**config.mk**
```make
export PLATFORM = sky130hd
export DESIGN_NAME = pit_timer
export DESIGN_NICKNAME = d
export VERILOG_FILES = /design/src/rtl/pit_pkg.sv /design/src/rtl/pit_prescaler.sv /design/src/rtl/pit_channel.sv /design/src/rtl/pit_regs.sv /design/src/rtl/pit_timer.sv
export SDC_FILE = /design/constraint.sdc
export NUM_CORES = 1
export LEC_CHECK = 0
export BUFFER_PORTS_ARGS = -buffer_cell sky130_fd_sc_hd__buf_2
export CORE_MARGIN = 2
export CORE_UTILIZATION = 45
export DETAILED_ROUTE_END_ITERATION = 8
export PLACE_DENSITY = 0.67
export SLEW_MARGIN = 25
export SYNTH_ARGS = -nofsm -noshare
export SYNTH_HDL_FRONTEND = slang
export SYNTH_HIERARCHICAL = 1
export SYNTH_SLANG_ARGS = --single-unit
```
**constraint.sdc**
```tcl
create_clock -name clk_i -period 3.2 [get_ports clk_i]
set_input_delay 0.64 -clock clk_i [delete_from_list [all_inputs] [get_ports clk_i]]
set_output_delay 0.64 -clock clk_i [all_outputs]
set_load 0.005 [all_outputs]
```
**src/rtl/pit_pkg.sv**
```systemverilog
package pit_pkg;
  localparam int unsigned NUM_SRC   = 2;
  localparam int unsigned A_CTRL    = 0;
  localparam int unsigned A_CHEN    = 1;
  localparam int unsigned A_FLOAD   = 2;
  localparam int unsigned A_MUX     = 3;
  localparam int unsigned A_IEN     = 4;
  localparam int unsigned A_FLAG    = 5;
  localparam int unsigned A_PRE     = 6;  // NUM_SRC consecutive words
  localparam int unsigned A_CH_BASE = 8;  // reload at +2n, counter at +2n+1
endpackage

```
**src/rtl/pit_prescaler.sv**
```systemverilog
module pit_prescaler #(
  parameter int unsigned PRE_W = 8
) (
  input  logic             clk_i,
  input  logic             rst_ni,
  input  logic             en_i,
  input  logic [PRE_W-1:0] ld_i,
  output logic             tick_o
);
  logic [PRE_W-1:0] cnt_q;
  logic             at_zero;

  assign at_zero = (cnt_q == '0);
  assign tick_o  = en_i & at_zero;

  always_ff @(posedge clk_i or negedge rst_ni) begin
    if (!rst_ni)                cnt_q <= '0;
    else if (!en_i || at_zero)  cnt_q <= ld_i;
    else                        cnt_q <= cnt_q - 1'b1;
  end
endmodule

```
**src/rtl/pit_channel.sv**
```systemverilog
module pit_channel #(
  parameter int unsigned CNT_W = 16
) (
  input  logic             clk_i,
  input  logic             rst_ni,
  input  logic             gen_i,
  input  logic             ce_i,
  input  logic             tick_i,
  input  logic             fload_i,
  input  logic             fclr_i,
  input  logic [CNT_W-1:0] ld_i,
  output logic [CNT_W-1:0] cnt_o,
  output logic             flag_o
);
  logic run, run_q, reload, step, timeout;
  logic [CNT_W-1:0] cnt_q;
  logic flag_q;

  assign run     = gen_i & ce_i;
  assign reload  = run & (~run_q | fload_i);  // start or forced reload beats tick
  assign step    = run & ~reload & tick_i;
  assign timeout = step & (cnt_q == '0);

  always_ff @(posedge clk_i or negedge rst_ni) begin
    if (!rst_ni) begin
      cnt_q  <= '0;
      run_q  <= 1'b0;
      flag_q <= 1'b0;
    end else begin
      run_q <= run;
      if (reload || timeout) cnt_q <= ld_i;
      else if (step)         cnt_q <= cnt_q - 1'b1;
      if (!ce_i)             flag_q <= 1'b0;
      else if (timeout)      flag_q <= 1'b1;
      else if (fclr_i)       flag_q <= 1'b0;
    end
  end

  assign cnt_o  = cnt_q;
  assign flag_o = flag_q;
endmodule

```
**src/rtl/pit_regs.sv**
```systemverilog
module pit_regs
  import pit_pkg::*;
#(
  parameter int unsigned NCH    = 8,
  parameter int unsigned CNT_W  = 16,
  parameter int unsigned PRE_W  = 8,
  parameter int unsigned ADDR_W = 5,
  parameter int unsigned DATA_W = 16
) (
  input  logic                          clk_i,
  input  logic                          rst_ni,
  input  logic                          req_i,
  input  logic                          we_i,
  input  logic [ADDR_W-1:0]             addr_i,
  input  logic [DATA_W-1:0]             wdata_i,
  input  logic [NCH-1:0][CNT_W-1:0]     cnt_i,
  input  logic [NCH-1:0]                flag_i,
  output logic                          gen_o,
  output logic [NCH-1:0]                chen_o,
  output logic [NCH-1:0]                mux_o,
  output logic [NCH-1:0]                ien_o,
  output logic [NCH-1:0]                fload_o,
  output logic [NCH-1:0]                fclr_o,
  output logic [NUM_SRC-1:0][PRE_W-1:0] pre_ld_o,
  output logic [NCH-1:0][CNT_W-1:0]     ld_o,
  output logic [DATA_W-1:0]             rdata_o
);
  logic wr, rd;
  logic gen_q;
  logic [NCH-1:0] chen_q, mux_q, ien_q;
  logic [NUM_SRC-1:0][PRE_W-1:0] pre_q;
  logic [NCH-1:0][CNT_W-1:0] ld_q;

  assign wr = req_i & we_i;
  assign rd = req_i & ~we_i;

  function automatic logic hit(input logic [ADDR_W-1:0] a, input int unsigned loc);
    return a == ADDR_W'(loc);
  endfunction

  always_ff @(posedge clk_i or negedge rst_ni) begin
    if (!rst_ni) begin
      gen_q  <= 1'b0;
      chen_q <= '0;
      mux_q  <= '0;
      ien_q  <= '0;
      pre_q  <= '0;
      ld_q   <= '0;
    end else if (wr) begin
      if (hit(addr_i, A_CTRL)) gen_q  <= wdata_i[0];
      if (hit(addr_i, A_CHEN)) chen_q <= wdata_i[NCH-1:0];
      if (hit(addr_i, A_MUX))  mux_q  <= wdata_i[NCH-1:0];
      if (hit(addr_i, A_IEN))  ien_q  <= wdata_i[NCH-1:0];
      for (int p = 0; p < NUM_SRC; p++)
        if (hit(addr_i, A_PRE + p)) pre_q[p] <= wdata_i[PRE_W-1:0];
      for (int n = 0; n < NCH; n++)
        if (hit(addr_i, A_CH_BASE + 2*n)) ld_q[n] <= wdata_i[CNT_W-1:0];
    end
  end

  // one-cycle strobes, never stored
  assign fload_o = (wr && hit(addr_i, A_FLOAD)) ? wdata_i[NCH-1:0] : '0;
  assign fclr_o  = (wr && hit(addr_i, A_FLAG))  ? wdata_i[NCH-1:0] : '0;

  always_comb begin
    rdata_o = '0;
    if (rd) begin
      if (hit(addr_i, A_CTRL)) rdata_o = DATA_W'(gen_q);
      if (hit(addr_i, A_CHEN)) rdata_o = DATA_W'(chen_q);
      if (hit(addr_i, A_MUX))  rdata_o = DATA_W'(mux_q);
      if (hit(addr_i, A_IEN))  rdata_o = DATA_W'(ien_q);
      if (hit(addr_i, A_FLAG)) rdata_o = DATA_W'(flag_i);
      for (int p = 0; p < NUM_SRC; p++)
        if (hit(addr_i, A_PRE + p)) rdata_o = DATA_W'(pre_q[p]);
      for (int n = 0; n < NCH; n++) begin
        if (hit(addr_i, A_CH_BASE + 2*n))     rdata_o = DATA_W'(ld_q[n]);
        if (hit(addr_i, A_CH_BASE + 2*n + 1)) rdata_o = DATA_W'(cnt_i[n]);
      end
    end
  end

  assign gen_o    = gen_q;
  assign chen_o   = chen_q;
  assign mux_o    = mux_q;
  assign ien_o    = ien_q;
  assign pre_ld_o = pre_q;
  assign ld_o     = ld_q;
endmodule

```
**src/rtl/pit_timer.sv**
```systemverilog
module pit_timer
  import pit_pkg::*;
#(
  parameter int unsigned NCH    = 8,
  parameter int unsigned CNT_W  = 16,
  parameter int unsigned PRE_W  = 8,
  parameter int unsigned ADDR_W = 5,
  parameter int unsigned DATA_W = 16
) (
  input  logic              clk_i,
  input  logic              rst_ni,
  input  logic              req_i,
  input  logic              we_i,
  input  logic [ADDR_W-1:0] addr_i,
  input  logic [DATA_W-1:0] wdata_i,
  output logic [DATA_W-1:0] rdata_o,
  output logic [NCH-1:0]    irq_o
);
  logic                          gen;
  logic [NCH-1:0]                chen, mux_sel, ien, fload, fclr, flags;
  logic [NUM_SRC-1:0][PRE_W-1:0] pre_ld;
  logic [NUM_SRC-1:0]            ticks;
  logic [NCH-1:0][CNT_W-1:0]     ld, cnt;

  pit_regs #(
    .NCH(NCH), .CNT_W(CNT_W), .PRE_W(PRE_W), .ADDR_W(ADDR_W), .DATA_W(DATA_W)
  ) u_regs (
    .clk_i, .rst_ni, .req_i, .we_i, .addr_i, .wdata_i,
    .cnt_i(cnt), .flag_i(flags),
    .gen_o(gen), .chen_o(chen), .mux_o(mux_sel), .ien_o(ien),
    .fload_o(fload), .fclr_o(fclr), .pre_ld_o(pre_ld), .ld_o(ld),
    .rdata_o
  );

  for (genvar p = 0; p < NUM_SRC; p++) begin : g_pre
    pit_prescaler #(.PRE_W(PRE_W)) u_pre (
      .clk_i, .rst_ni, .en_i(gen), .ld_i(pre_ld[p]), .tick_o(ticks[p])
    );
  end

  for (genvar n = 0; n < NCH; n++) begin : g_ch
    pit_channel #(.CNT_W(CNT_W)) u_ch (
      .clk_i, .rst_ni,
      .gen_i(gen), .ce_i(chen[n]), .tick_i(ticks[mux_sel[n]]),
      .fload_i(fload[n]), .fclr_i(fclr[n]), .ld_i(ld[n]),
      .cnt_o(cnt[n]), .flag_o(flags[n])
    );
  end

  assign irq_o = flags & ien;
endmodule

```
# Yosys cells after proc, flatten, opt, wreduce, memory -nomap -nowiden
# Index checks and enable logic that the tools add are counted.
# Widths: inputs -> output; s select.
dict set report totals {
  ff_bits 329
  latchBits 0
  mem_bits_rw 0
  rom_bits 0
  wordCells 289
  n_memories 0
}
dict set report classes {
  addsub 10
  n_mul 0
  n_div 0
  order_cmp 8
  eq_ne 31
  shifts 0
  n_mux 84
  bitwise_logic 70
  reduce_logical 46
}
# cell count
set ops {}
lappend ops {{$mux 16} 33}
lappend ops {{$logic_not 16->1} 8}
lappend ops {{$sub 16x1->16 const B} 8}
lappend ops {{$mux 8} 10}
lappend ops {{$and 1x1->1} 44}
lappend ops {{$mux 1} 41}
lappend ops {{$eq 5x4->1 const B} 8}
lappend ops {{$eq 5x5->1 const B} 8}
lappend ops {{$reduce_and 2->1} 14}
lappend ops {{$ne 3x2->1 const B} 8}
lappend ops {{$eq 5x3->1 const B} 4}
lappend ops {{$not 1->1} 17}
lappend ops {{$logic_not 8->1} 2}
lappend ops {{$lt 1x2->1 const B} 8}
lappend ops {{$reduce_bool 2->1} 8}
lappend ops {{$sub 8x1->8 const B} 2}
lappend ops {{$eq 5x2->1 const B} 2}
lappend ops {{$logic_or 1x1->1} 10}
lappend ops {{$and 8x8->8} 1}
lappend ops {{$or 1x1->1} 8}
lappend ops {{$eq 5x1->1 const B} 1}
lappend ops {{$logic_not 5->1} 1}
lappend ops {{$logic_and 1x1->1} 2}
lappend ops {{$logic_not 1->1} 1}

# Logic depth before layout (Yosys ltp)
# Gate-level depths: netlist of the first run.
dict set report logic_depth {
  word_depth 25
  depth_mapped 11
  ltp_nobuf 9
}

# Modules after synthesis
# Netlist of the first run, hierarchy kept.
# mod n_inst cells_per_inst area_per_inst_um2
set modules_own_cells {}
lappend modules_own_cells {pit_regs 1 963 10045.9}
lappend modules_own_cells {pit_channel 8 112 1196.1}
lappend modules_own_cells {pit_prescaler 2 48 445.4}
lappend modules_own_cells {pit_timer 1 16 140.1}

# Least setup slack after synthesis of the first run
# No wires, ideal clock.
dict set report synth_timing {
  path_kind {input to register}
  startpoint {input port addr_i[4]}
  endpoint {register g_ch[1].u_ch.cnt_q[0]}
  setup_time_ns 0.125
  arrival_time_ns 2.903
  slack_ns 0.172
  stages 11
  cell_sequence {or2_1 -> clkbuf_1 -> or3_1 -> buf_2 -> nor2_2 -> and2_1 -> and3b_1 -> and2_2 -> a21oi_4 -> buf_6 -> mux2_4}
}
dict set report synth_via {
  elab_chain_len 11
  word_cells_on_any_way 12
  cone_classes {eq/ne (1); mux (2); bitwise (6); reduce/logical (3)}
}
# item line
set synth_rtl {}
lappend synth_rtl {{start: declaration} pit_timer.sv:14} ;# input logic [ADDR_W-1:0] addr_i,
lappend synth_rtl {{$eq 5x2->1 (*)} pit_regs.sv:38} ;# return a == ADDR_W'(loc);
lappend synth_rtl {{$logic_and 1x1->1 (*)} pit_regs.sv:62} ;# assign fload_o = (wr && hit(addr_i, A_FLOAD)) ? wdata_i[NCH-1:0] : '0;
lappend synth_rtl {{$mux 8 (*)} pit_regs.sv:62}
lappend synth_rtl {{via fload[1]} pit_timer.sv:20} ;# logic [NCH-1:0] chen, mux_sel, ien, fload, fclr, flags;
lappend synth_rtl {{$or 1x1->1 (*)} pit_channel.sv:20} ;# assign reload = run & (~run_q | fload_i);
lappend synth_rtl {{$and 1x1->1 (*)} pit_channel.sv:20}
lappend synth_rtl {{$not 1->1} pit_channel.sv:21} ;# assign step = run & ~reload & tick_i;
lappend synth_rtl {{$and 1x1->1 (2 in a row)} pit_channel.sv:21}
lappend synth_rtl {{$and 1x1->1} pit_channel.sv:22} ;# assign timeout = step & (cnt_q == '0);
lappend synth_rtl {{$logic_or 1x1->1} pit_channel.sv:31} ;# if (reload || timeout) cnt_q <= ld_i;
lappend synth_rtl {{$mux 16 / $reduce_bool 2->1 (equally long branches)} --}
lappend synth_rtl {{end signal: assignment} pit_channel.sv:31}
lappend synth_rtl {{end signal: assignment} pit_channel.sv:32} ;# else if (step) cnt_q <= cnt_q - 1'b1;
lappend synth_rtl {{end: declaration} pit_channel.sv:16} ;# logic [CNT_W-1:0] cnt_q;
# The timed path passes the listed nets; every way through them passes the cells marked *.
# A chain may end at the register's enable or synchronous reset.

# Final worst setup path of the first run
dict set report layout_timing {
  startpoint {input port addr_i[0]}
  endpoint {output port rdata_o[3]}
}
dict set report layout_via {
  elab_chain_len 24
  word_cells_on_any_way 45
  cone_classes {eq/ne (22); mux (23)}
}
# item line
set layout_rtl {}
lappend layout_rtl {{$eq 5x1->1} pit_regs.sv:38}
lappend layout_rtl {{$mux 8} pit_regs.sv:69} ;# if (hit(addr_i, A_CHEN)) rdata_o = DATA_W'(chen_q);
lappend layout_rtl {{$mux 8} pit_regs.sv:70} ;# if (hit(addr_i, A_MUX)) rdata_o = DATA_W'(mux_q);
lappend layout_rtl {{$mux 8} pit_regs.sv:71} ;# if (hit(addr_i, A_IEN)) rdata_o = DATA_W'(ien_q);
lappend layout_rtl {{$mux 8} pit_regs.sv:72} ;# if (hit(addr_i, A_FLAG)) rdata_o = DATA_W'(flag_i);
lappend layout_rtl {{$mux 8 (2 in a row)} pit_regs.sv:74} ;# if (hit(addr_i, A_PRE + p)) rdata_o = DATA_W'(pre_q[p]);
lappend layout_rtl {{$mux 16} pit_regs.sv:76} ;# if (hit(addr_i, A_CH_BASE + 2*n)) rdata_o = DATA_W'(ld_q[n]);
lappend layout_rtl {{$mux 16} pit_regs.sv:77} ;# if (hit(addr_i, A_CH_BASE + 2*n + 1)) rdata_o = DATA_W'(cnt_i[n]);
lappend layout_rtl {{[7 not listed]} --}
lappend layout_rtl {{$mux 16} pit_regs.sv:77}
lappend layout_rtl {{$mux 16} pit_regs.sv:76}
lappend layout_rtl {{$mux 16} pit_regs.sv:77}
lappend layout_rtl {{$mux 16} pit_regs.sv:76}
lappend layout_rtl {{$mux 16} pit_regs.sv:77}
lappend layout_rtl {{$mux 16} pit_regs.sv:76}
lappend layout_rtl {{$mux 16 (*)} pit_regs.sv:77}
lappend layout_rtl {{$mux 16 (*)} pit_regs.sv:67} ;# if (rd) begin
lappend layout_rtl {{end: declaration} pit_timer.sv:16} ;# output logic [DATA_W-1:0] rdata_o,
# Every way passes the cells marked *; elsewhere a longest branch is shown, timed or not.

==> impl_metrics.py, run 1 <==
metrics = {
    "placed_design": {
        "postPlaceCellArea_um2": 23000,
        "place.gp.congestion": 0.998,
        "hpwl_um": 56000,
        "dp_slack_ns": -0.265,
        "io_buffers": 48,
    },
    "worst_setup_path": {
        "cp-start-kind": "primary input",
        "critPathRequiredTime_ns": 2.56,
        "crit_path_end_kind": "primary output",
        "crit_arrival_ns": 2.57,
        "cp_max_fo": 14,
        "critPathKind": "primary input to primary output",
    },
    "synthesis": {
        "netlist_area_um2": 20600,
        "synth-seq-cells": 329,
        "synth-edff-count": 0,
        "async_reset_ff_share_pct": 100,
        "syn_avg_cell_area_um2": 10.5,
        "yosysUniqueCellTypes": 95,
        "syn_nets": 2008,
        "synth_top_area_share_pct": 39.9,
        "synthCells": 1971,
        "yosys_warnings": 6,
        "synth_ff_type": "dfrtp_1",
        "yosysSeqAreaShare_pct": 39.9,
        "yosys.area.top_type": "dfrtp_1",
        "synthTopCellsByArea": "dfrtp_1, mux2_2, mux2_4, xnor2_1, mux2i_1",
    },
    "final_layout": {
        "post_route_cells_drive_above_1_share_pct": 35.5,
        "layout.nets": 2256,
        "diodes": 0,
        "synthToLayoutAreaGrowth_pct": 20.3,
        "fin_area_um2": 24800,
    },
    "floorplanning": {
        "start_util_pct": 45.6,
        "core_area_um2": 45300,
        "die_w_um": 218,
        "rows": 78,
        "fp.dieH_um": 218,
        "ios": 49,
        "die_area_um2": 47600,
    },
    "global_route": {
        "met3_usage_pct": 4.86,
        "grt.busiest_layer": "met2",
        "gr-total-overflow": 0,
        "grt_use_met2_pct": 48.4,
        "grt_pass1_vias": 17600,
        "grt_pass1_wl_um": 113000,
        "grt_use_total_pct": 31.8,
        "grt_max_degree": 92,
        "antenna_found_initial": 4,
        "use_met1_pct": 44.6,
    },
    "timing": {
        "clock.fmax_mhz": 312,
        "tightest_slew_ns": 0.621,
        "fin_crit_sh_pct": 100,
        "finalHoldViolations": 0,
        "setup_violations": 1,
        "slew-limit-headroom_pct": 58.6,
        "fin_tns_setup_ns": -0.00991,
        "final_max_slew_viol_count": 0,
        "setup_slack_ns": -0.00991,
        "period_needed_ns": 3.21,
        "rsz0062_at_grt": "yes",
        "fin_worst_skew_ns": 0.0343,
    },
    "clock_network": {
        "cts_buffer_depth": 3,
        "hold_buffers": 0,
        "numCtsBuffers": 38,
        "path_clk_slew_ns": 0.07,
        "cts_tree": "built",
        "h-tree-depth": 2,
        "clock-sinks": 329,
        "clock_latency_ns": 0.57,
        "cts_root_buf": "clkbuf_16",
    },
    "job": {
        "cap_violations": 0,
    },
    "route": {
        "wirelength_um": 75700,
        "routed_via_density": 6.32,
        "ant_nets": 0,
        "initialDrtViolationCount": 2015,
        "dr.pass1.iters": 8,
        "drc": 0,
        "wl_per_cell_um": 26.6,
        "vias": 18000,
    },
    "min_path": {
        "hold_class": "primary input to asynchronous set/reset pin",
    },
    "power_and_ir_drop": {
        "powerDensity_nw_per_um2": 560,
        "peakVddDrop_v": 0.000486,
        "p_leak_uw": 0.0112,
        "power.total_uw": 13900,
    },
    "outcome": {
        "status": "finished with violations",
        "violations": "setup timing",
    },
}
-- report_power, final --
group / internal, uW / switching, uW / total [uW]
clock network: 2770 / 1830 / 4600
registers: 4850 / 1160 / 6010
logic: 1670 / 1630 / 3300
-- stage by stage --
| stage | hold slack, ns | std cells | utilization (%) |
|---|---|---|---|
| finish | 0.0664 | 2846 | 54.8 |
| global route | 0.100 | 2846 | 54.8 |
| CTS | 0.0630 | 2822 | 53.9 |
| detailed placement | 0.494 | 2749 | 50.7 |
| global placement | 0.487 | 2749 | 50.7 |
| floorplan | 0.344 | 1971 | - |
-- placed cells by master (no fill, tap or decap), types with 14 or more instances in the layout --
cell type,n
nor3_1,57
buf_4,248
o21ai_0,80
nand4_1,40
a221oi_1,26
buf_2,42
buf_12,18
buf_6,14
a21oi_1,75
mux2i_1,63
and2_1,24
mux2_4,51
o22ai_1,27
mux2_2,216
inv_1,52
a211oi_1,17
xnor2_1,80
or2_2,24
nor4_1,33
nor2_1,98
dfrtp_1,329
clkbuf_16,40
a2bb2oi_1,26
nand2_1,105
a31oi_1,15
nor2b_1,31
nand3_1,37
-- synth_stat cells, drive strengths merged, types with 10 or more instances --
master	count
inv	53
or3	12
nor3b	12
ha	12
a22oi	12
nand3	39
o22ai	30
nor2b	33
a221oi	29
or2	25
nand2	109
nor4	42
a21oi	92
nand4	40
dfrtp	329
a211oi	19
and3b	12
nor3	59
xnor2	80
o21ai	91
a31oi	16
or4	10
mux2i	63
clkbuf	33
and4bb	16
buf	83
o221ai	10
a2bb2oi	27
o21a	12
and2	33
nor2	119
mux2	270
-- metal layers --
metal / vias up / routed length [um] / part of all wire, %
met5: - / 8 / 0.011
met4: 2 / 3480 / 4.6
met3: 182 / 6470 / 8.5
met2: 920 / 33900 / 45
met1: 9010 / 31900 / 42
li1: 7880 / - / -
-- final cells by class --
class / instances / area [um2]
inverters: 53 / 199
flip-flops and latches: 329 / 8230
well taps: 600 / 751
multi-input cells: 1473 / 11700
clock buffers: 50 / 1080
repair buffers: 324 / 2630
clock inverters: 17 / 221
fillers: 3983 / 20400
-- worst paths after layout --
check / from / end / slack [ns] / cells past startpoint
setup / recovery: addr_i[0] / rdata_o[3] / -0.01 / 10
hold / removal: rst_ni / u_regs/ien_o[0] / 0.07 / 1
setup reg to reg: g_pre[1].u_pre/cnt_q[0] / g_ch[7].u_ch/cnt_o[12] / 0.12 / 10
hold reg to reg: g_pre[1].u_pre/cnt_q[0] / g_pre[1].u_pre/cnt_q[0] / 0.51 / 1
max in group asynchronous: rst_ni / u_regs/ld_o[60] / 2.18 / 2
min in group clk_i: g_pre[1].u_pre/cnt_q[0] / g_pre[1].u_pre/cnt_q[0] / 0.51 / 1
-- kinds of logic (layout without fill, tap and decap cells) --
logic type                 after synthesis  in the layout  share of synthesized area, %
and+or+nand+nor                        630            630                          18.4
AOI/OAI and AO/OA                      411            411                          13.9
muxes                                  336            336                          19.0
DFF                                    329            329                          39.9
buffers and inverters                  169            444                          4.52
xor gates and xnor gates                84             84                          3.56
adders and majority gates               12             12                         0.727
-- flip-flops by register name (all words and copies together) (netlist names) --
register / cells
g_ch.u_ch/cnt_o: 128
u_regs/ld_o: 128
g_pre.u_pre/cnt_q: 16
u_regs/pre_ld_o: 16
g_ch.u_ch/flag_o: 8
g_ch.u_ch/run_q: 8
u_regs/chen_o: 8
u_regs/ien_o: 8
u_regs/mux_o: 8
u_regs/gen_o: 1
-- worst max-delay path, stage by stage --
cell and delay [ns]:
buf_6 0.14, buf_12 0.15, buf_4 0.13, or3b_4 0.42, o21ai_2 0.07, and3_1 0.16, o22ai_1 0.12, a221o_1 0.35
a21oi_2 0.22, buf_2 0.15
-- timing repair --
action / 4_1_cts / 5_1_grt
setup endpoints to repair: 12 / 23
cloned: 0 / 1
gates resized for setup: 27 / 58
pin swaps: 11 / 25
buffers inserted: 6 / 23
Note: power is estimated with default switching activity, not from simulation.
==> run 2, diff against run 1 <==
BUFFER_PORTS_ARGS = -buffer_cell sky130_fd_sc_hd__buf_4   (was -buffer_cell sky130_fd_sc_hd__buf_2)
==> run 2 against run 1 <==
  * The flow still finishes with violations (setup timing)
  * Clock skew down 0.018 ns
  * Sequential cell count unchanged
  * Worst hold slack got worse by 0.011 ns
  * Final area fell by 1.3%
  * Core utilization shrank 0.74 points
  * Largest cell class unchanged
==> impl_metrics.py, run 2 (synthesis results as in run 1) <==
metrics = {
    "placed_design": {
        "place_inst": 2710,
        "hpwl_um": 54900,
        "dp_slack_ns": -0.258,
        "io_buffers": 48,
        "place.gp.congestion": 0.973,
    },
    "floorplanning": {
        "rows": 78,
        "core_area_um2": 45300,
        "fp.dieH_um": 218,
        "start_util_pct": 45.6,
        "die_area_um2": 47600,
        "ios": 49,
        "die_w_um": 218,
    },
    "route": {
        "wirelength_um": 74100,
        "initialDrtViolationCount": 1837,
        "ant_nets": 0,
        "vias": 17500,
        "wl_per_cell_um": 26.5,
        "routed_via_density": 6.26,
        "drc": 0,
        "dr.pass1.iters": 5,
    },
    "timing": {
        "tightest_slew_ns": 0.552,
        "period_needed_ns": 3.21,
        "clock.fmax_mhz": 312,
        "final_max_slew_viol_count": 0,
        "fin_worst_skew_ns": 0.0167,
        "hold_slack_ns": 0.0554,
        "setup_violations": 3,
        "rsz0062_at_grt": "yes",
        "slew-limit-headroom_pct": 63.2,
        "finalHoldViolations": 0,
        "setup_slack_ns": -0.00627,
        "fin_crit_sh_pct": 100,
    },
    "power_and_ir_drop": {
        "switching_share_pct": 33.0,
        "pwr-share-comb_pct": 23.8,
        "p_leak_uw": 0.0110,
        "p_sw_uw": 4520,
        "peakVddDrop_v": 0.000443,
        "power_frac_seq_pct": 43.7,
        "clkPwrFrac_pct": 32.5,
        "powerDensity_nw_per_um2": 559,
        "p_int_uw": 9170,
    },
    "outcome": {
        "status": "finished with violations",
        "violations": "setup timing",
    },
    "clock_network": {
        "cts_root_buf": "clkbuf_16",
        "clock-sinks": 329,
        "clock_latency_ns": 0.56,
        "numCtsBuffers": 39,
        "cts_buffer_depth": 3,
        "cts_tree": "built",
        "h-tree-depth": 2,
        "path_clk_slew_ns": 0.05,
    },
    "global_route": {
        "grt_use_total_pct": 31.2,
        "gr-total-overflow": 0,
        "grt_max_degree": 89,
        "grt_pass1_wl_um": 111000,
        "grt_pass1_vias": 17300,
        "antenna_found_initial": 3,
    },
    "worst_setup_path": {
        "path_cells": "buf_4 > buf_12 > nor3b_2 > buf_4 > o21ai_0 > o22ai_1 > o22ai_1 > buf_4 > a31oi_1 > buf_4",
        "crit_family": "compound AO/OA/AOI/OAI gates",
        "crit_arrival_ns": 2.57,
        "critPathBufInv": 5,
        "cp-start-kind": "primary input",
        "critPathMostFrequentCell": "buf_4",
        "critPathKind": "primary input to primary output",
        "critPathRequiredTime_ns": 2.56,
        "cp_max_fo": 15,
        "crit_path_end_kind": "primary output",
        "worst_path_largest_cell_delay_ns": 0.39,
        "slowest_stage": "o22ai_1",
    },
    "final_layout": {
        "layout_commonest_cell": "dfrtp_1",
        "synthToLayoutAreaGrowth_pct": 18.7,
        "layout.nets": 2206,
        "final_util_pct": 54.1,
        "post_route_cells_drive_above_1_share_pct": 33.0,
        "layout_common_cells": "dfrtp_1, buf_4, mux2_2",
        "fillers": 4066,
        "fin_cells": 2800,
    },
    "job": {
        "cap_violations": 0,
    },
    "min_path": {
        "hold_class": "primary input to asynchronous set/reset pin",
    },
}
run 2: cell count changes in the layout (fill, tap and decap cells not counted), moves of 4 or more:
cell       change
buf_6         -10
clkbuf_8       +4
bufinv_16      -4
buf_12         +6
buf_4          -8
buf_2         -42
clkinv_2       -4
clkbuf_1       +8
run 2: per-layer routing:
layer,vias to the layer above,GRT usage [%],part of all wire (%)
met1,8780,44.0,43
met3,174,4.86,8.1
li1,7772,-,-
met4,2,14.3,4.7
met2,811,47.1,44
met5,-,0,0.011
run 2: path summary, 6_finish.rpt:
kind	to	startpoint	cells after the start	slack, ns
setup reg to reg	g_ch[5].u_ch/cnt_o[12]	g_pre[0].u_pre/cnt_q[0]	12	0.10
setup / recovery	rdata_o[10]	addr_i[3]	10	-0.006
hold reg to reg	g_pre[1].u_pre/cnt_q[0]	g_pre[1].u_pre/cnt_q[0]	1	0.49
min in group clk_i	u_regs/ld_o[92]	wdata_i[12]	3	0.48
hold / removal	g_pre[0].u_pre/cnt_q[4]	rst_ni	1	0.06
max in group asynchronous	g_ch[5].u_ch/cnt_o[14]	rst_ni	2	2.25
run 2: area by class of cell:
class	count	area [um2]	share of cell area, %
multi-input combinational	1473	11600	47.5
sequential	329	8230	33.6
timing repair buffer	273	2410	9.85
clock buffer	64	1210	4.95
tap	600	751	3.06
inverter	53	199	0.812
clock inverter	6	57.6	0.235
antenna	2	5.00	0.0204
run 2: timing repair:
item                       in CTS  in global routing
gates resized for setup        18                 44
hold buffers                    0                  0
buffers inserted                0                 18
pin swaps                       2                 17
setup endpoints to repair      14                 34
gates cloned                    0                  1
run 2: through the flow:
stage                     area [um2]  setup TNS [ns]  power, uW
after floorplan                20600               0       7820
after global placement         22800           -1.42       9050
after detailed placement       22800           -1.91       9170
after CTS                      24200         -0.0269      13700
after global routing           24500         -0.0913      14300
final                          24500         -0.0122      13700
run 2: power groups by stage:
stage               Clock [uW]  Combinational [uW]  Sequential [uW]
floorplan                    0                2280             5540
global route              4710                3530             6090
global placement             0                3060             5990
detailed placement           0                3150             6020
CTS                       4530                3180             5960
finish                    4450                3260             5990
run 2: worst reg2reg max path, delay by kind of cell, from the launching register on:
kind            cells  cell delay (ns)
simple gates        4             1.06
buf+inv             4             0.65
compound gates      2             0.53
flops               1             0.39
mux                 1             0.20
fa+ha+maj           1             0.15
==> run 3, diff against run 2 <==
clock period = 3.65 ns   (was 3.2 ns; I/O delays follow)
==> run 3 against run 2 <==
  * The run still ends with setup timing left
  * Via count decreased by 1.1%
  * Global-route usage is 0.13 points lower
  * Worst setup slack worse by 0.0032 ns
  * Clock skew grew 0.0069 ns
  * Final cell count is 4.0% lower
  * Critical path type unchanged
  * Largest cell class unchanged
  * Highest routed layer is now met4
==> impl_metrics.py, run 3 (synthesis results as in run 1) <==
metrics = {
    "outcome": {
        "status": "finished with violations",
        "violations": "setup timing",
    },
    "power_and_ir_drop": {
        "switching_share_pct": 33.0,
        "p_sw_uw": 4000,
        "power.total_uw": 12100,
        "powerDensity_nw_per_um2": 519,
        "power_frac_seq_pct": 43.7,
        "p_int_uw": 8130,
        "p_leak_uw": 0.0104,
        "clkPwrFrac_pct": 34.1,
        "peakVddDrop_v": 0.000414,
        "pwr-share-comb_pct": 22.2,
    },
    "clock_network": {
        "numCtsBuffers": 40,
        "h-tree-depth": 2,
        "clock_latency_ns": 0.57,
        "path_clk_slew_ns": 0.06,
        "cts_tree": "built",
        "clock-sinks": 329,
        "hold_buffers": 0,
        "cts_root_buf": "clkbuf_16",
        "cts_buffer_depth": 3,
        "post_cts_buffers": 0,
    },
    "timing": {
        "fin_crit_sh_pct": 100,
        "tightest_slew_ns": 0.869,
        "fin_worst_skew_ns": 0.0236,
        "slew-limit-headroom_pct": 42.0,
        "setup_violations": 1,
        "final_max_slew_viol_count": 0,
        "period_needed_ns": 3.66,
        "finalHoldViolations": 0,
        "rsz0062_at_grt": "yes",
        "setup_slack_ns": -0.00948,
        "clock.fmax_mhz": 273,
    },
    "floorplanning": {
        "die_area_um2": 47600,
        "start_util_pct": 45.6,
        "core_area_um2": 45300,
        "fp.dieH_um": 218,
        "die_w_um": 218,
        "ios": 49,
        "rows": 78,
    },
    "final_layout": {
        "layout.nets": 2094,
        "layout_commonest_cell": "dfrtp_1",
        "fin_cells": 2688,
        "fillers": 4109,
        "post_route_cells_drive_above_1_share_pct": 28.5,
        "final_util_pct": 51.6,
        "multi_input_area_um2": 11500,
        "synthToLayoutAreaGrowth_pct": 13.2,
        "layout_common_cells": "dfrtp_1, mux2_2, buf_4",
        "seq_area_um2": 8230,
    },
    "worst_setup_path": {
        "crit_path_end_kind": "primary output",
        "worst_path_largest_cell_delay_ns": 0.61,
        "critPathMostFrequentCell": "buf_4",
        "crit_arrival_ns": 2.93,
        "cp-start-kind": "primary input",
        "cp_max_fo": 19,
        "critPathKind": "primary input to primary output",
        "slowest_stage": "a2111oi_1",
        "critPathBufInv": 3,
        "critPathRequiredTime_ns": 2.92,
        "path_cells": "buf_4 > buf_4 > and2b_1 > a32oi_1 > a211oi_1 > a2111oi_1 > a221o_1 > a21oi_2 > buf_4",
        "crit_family": "compound AO/OA/AOI/OAI gates",
    },
    "min_path": {
        "hold_class": "primary input to asynchronous set/reset pin",
    },
    "placed_design": {
        "place_inst": 2615,
        "io_buffers": 48,
        "dp_slack_ns": -0.0315,
        "hpwl_um": 54100,
        "place.gp.congestion": 1.01,
    },
    "global_route": {
        "gr-total-overflow": 0,
        "grt_pass1_wl_um": 110000,
        "grt_use_total_pct": 31.1,
        "grt_pass1_vias": 16800,
        "antenna_found_initial": 3,
        "grt_max_degree": 96,
    },
    "route": {
        "initialDrtViolationCount": 2127,
        "vias": 17300,
        "wirelength_um": 73400,
        "drc": 0,
        "wl_per_cell_um": 27.3,
        "dr.pass1.iters": 8,
        "routed_via_density": 6.45,
        "ant_nets": 0,
    },
    "job": {
        "cap_violations": 0,
    },
}
[run 3: cell count changes in the layout (fill, tap and decap cells not counted), sizes merged]
cell / delta
buf: -112
bufinv: +3
clkbuf: -9
clkinv: +2
clkinvlp: +1
diode: +1
inv: +2
[run 3: per-stage QoR]
stage	area (um2)	hold slack, ns	TNS, ns
floorplan	20600	0.434	0
global placement	22000	0.484	-0.193
detailed placement	22000	0.485	-0.0891
CTS	23300	0.256	0
global route	23400	0.281	-0.00618
finish	23400	0.227	-0.00948
[run 3: worst paths after layout]
check | startpoint | to | slack (ns) | cells after the start
min | rst_ni | g_pre[0].u_pre/cnt_q[5] | 0.23 | 1
min in group clk_i | g_pre[1].u_pre/cnt_q[0] | g_pre[1].u_pre/cnt_q[0] | 0.50 | 1
max | addr_i[1] | rdata_o[3] | -0.009 | 9
min reg2reg | g_pre[1].u_pre/cnt_q[0] | g_pre[1].u_pre/cnt_q[0] | 0.50 | 1
max in group asynchronous | rst_ni | g_ch[5].u_ch/cnt_o[11] | 2.50 | 2
max reg2reg | g_pre[0].u_pre/cnt_q[0] | g_ch[6].u_ch/flag_o | 0.44 | 10
[run 3: power by group through the flow]
stage	Clock (uW)	Combinational, uW	Sequential (uW)
2_1_floorplan	0	2000	4860
3_3_place_gp	0	2570	5310
3_5_place_dp	0	2640	5320
4_1_cts	4210	2660	5260
5_1_grt	4360	2920	5390
6_report	4130	2700	5300
[run 3: repair_timing]
action / 4_1_cts / 5_1_grt
pin swaps: 0 / 2
setup endpoints to repair: 3 / 5
resized for setup: 4 / 6
[run 3: routing by layer]
metal,routed length [um],up-vias,GRT usage (%)
li1,-,7565,-
met1,31300,8750,44.0
met2,32600,847,47.2
met3,6190,176,4.59
met4,3390,0,13.7
met5,0,-,0
[run 3: cell type report]
class                           instances  area share, %
Antenna cell                            3         0.0321
Clock buffer                           56           5.02
Clock inverter                         14          0.814
Inverter                               53          0.851
Multi-Input combinational cell       1473           49.2
Sequential cell                       329           35.2
Tap cell                              600           3.21
Timing Repair Buffer                  160           5.63
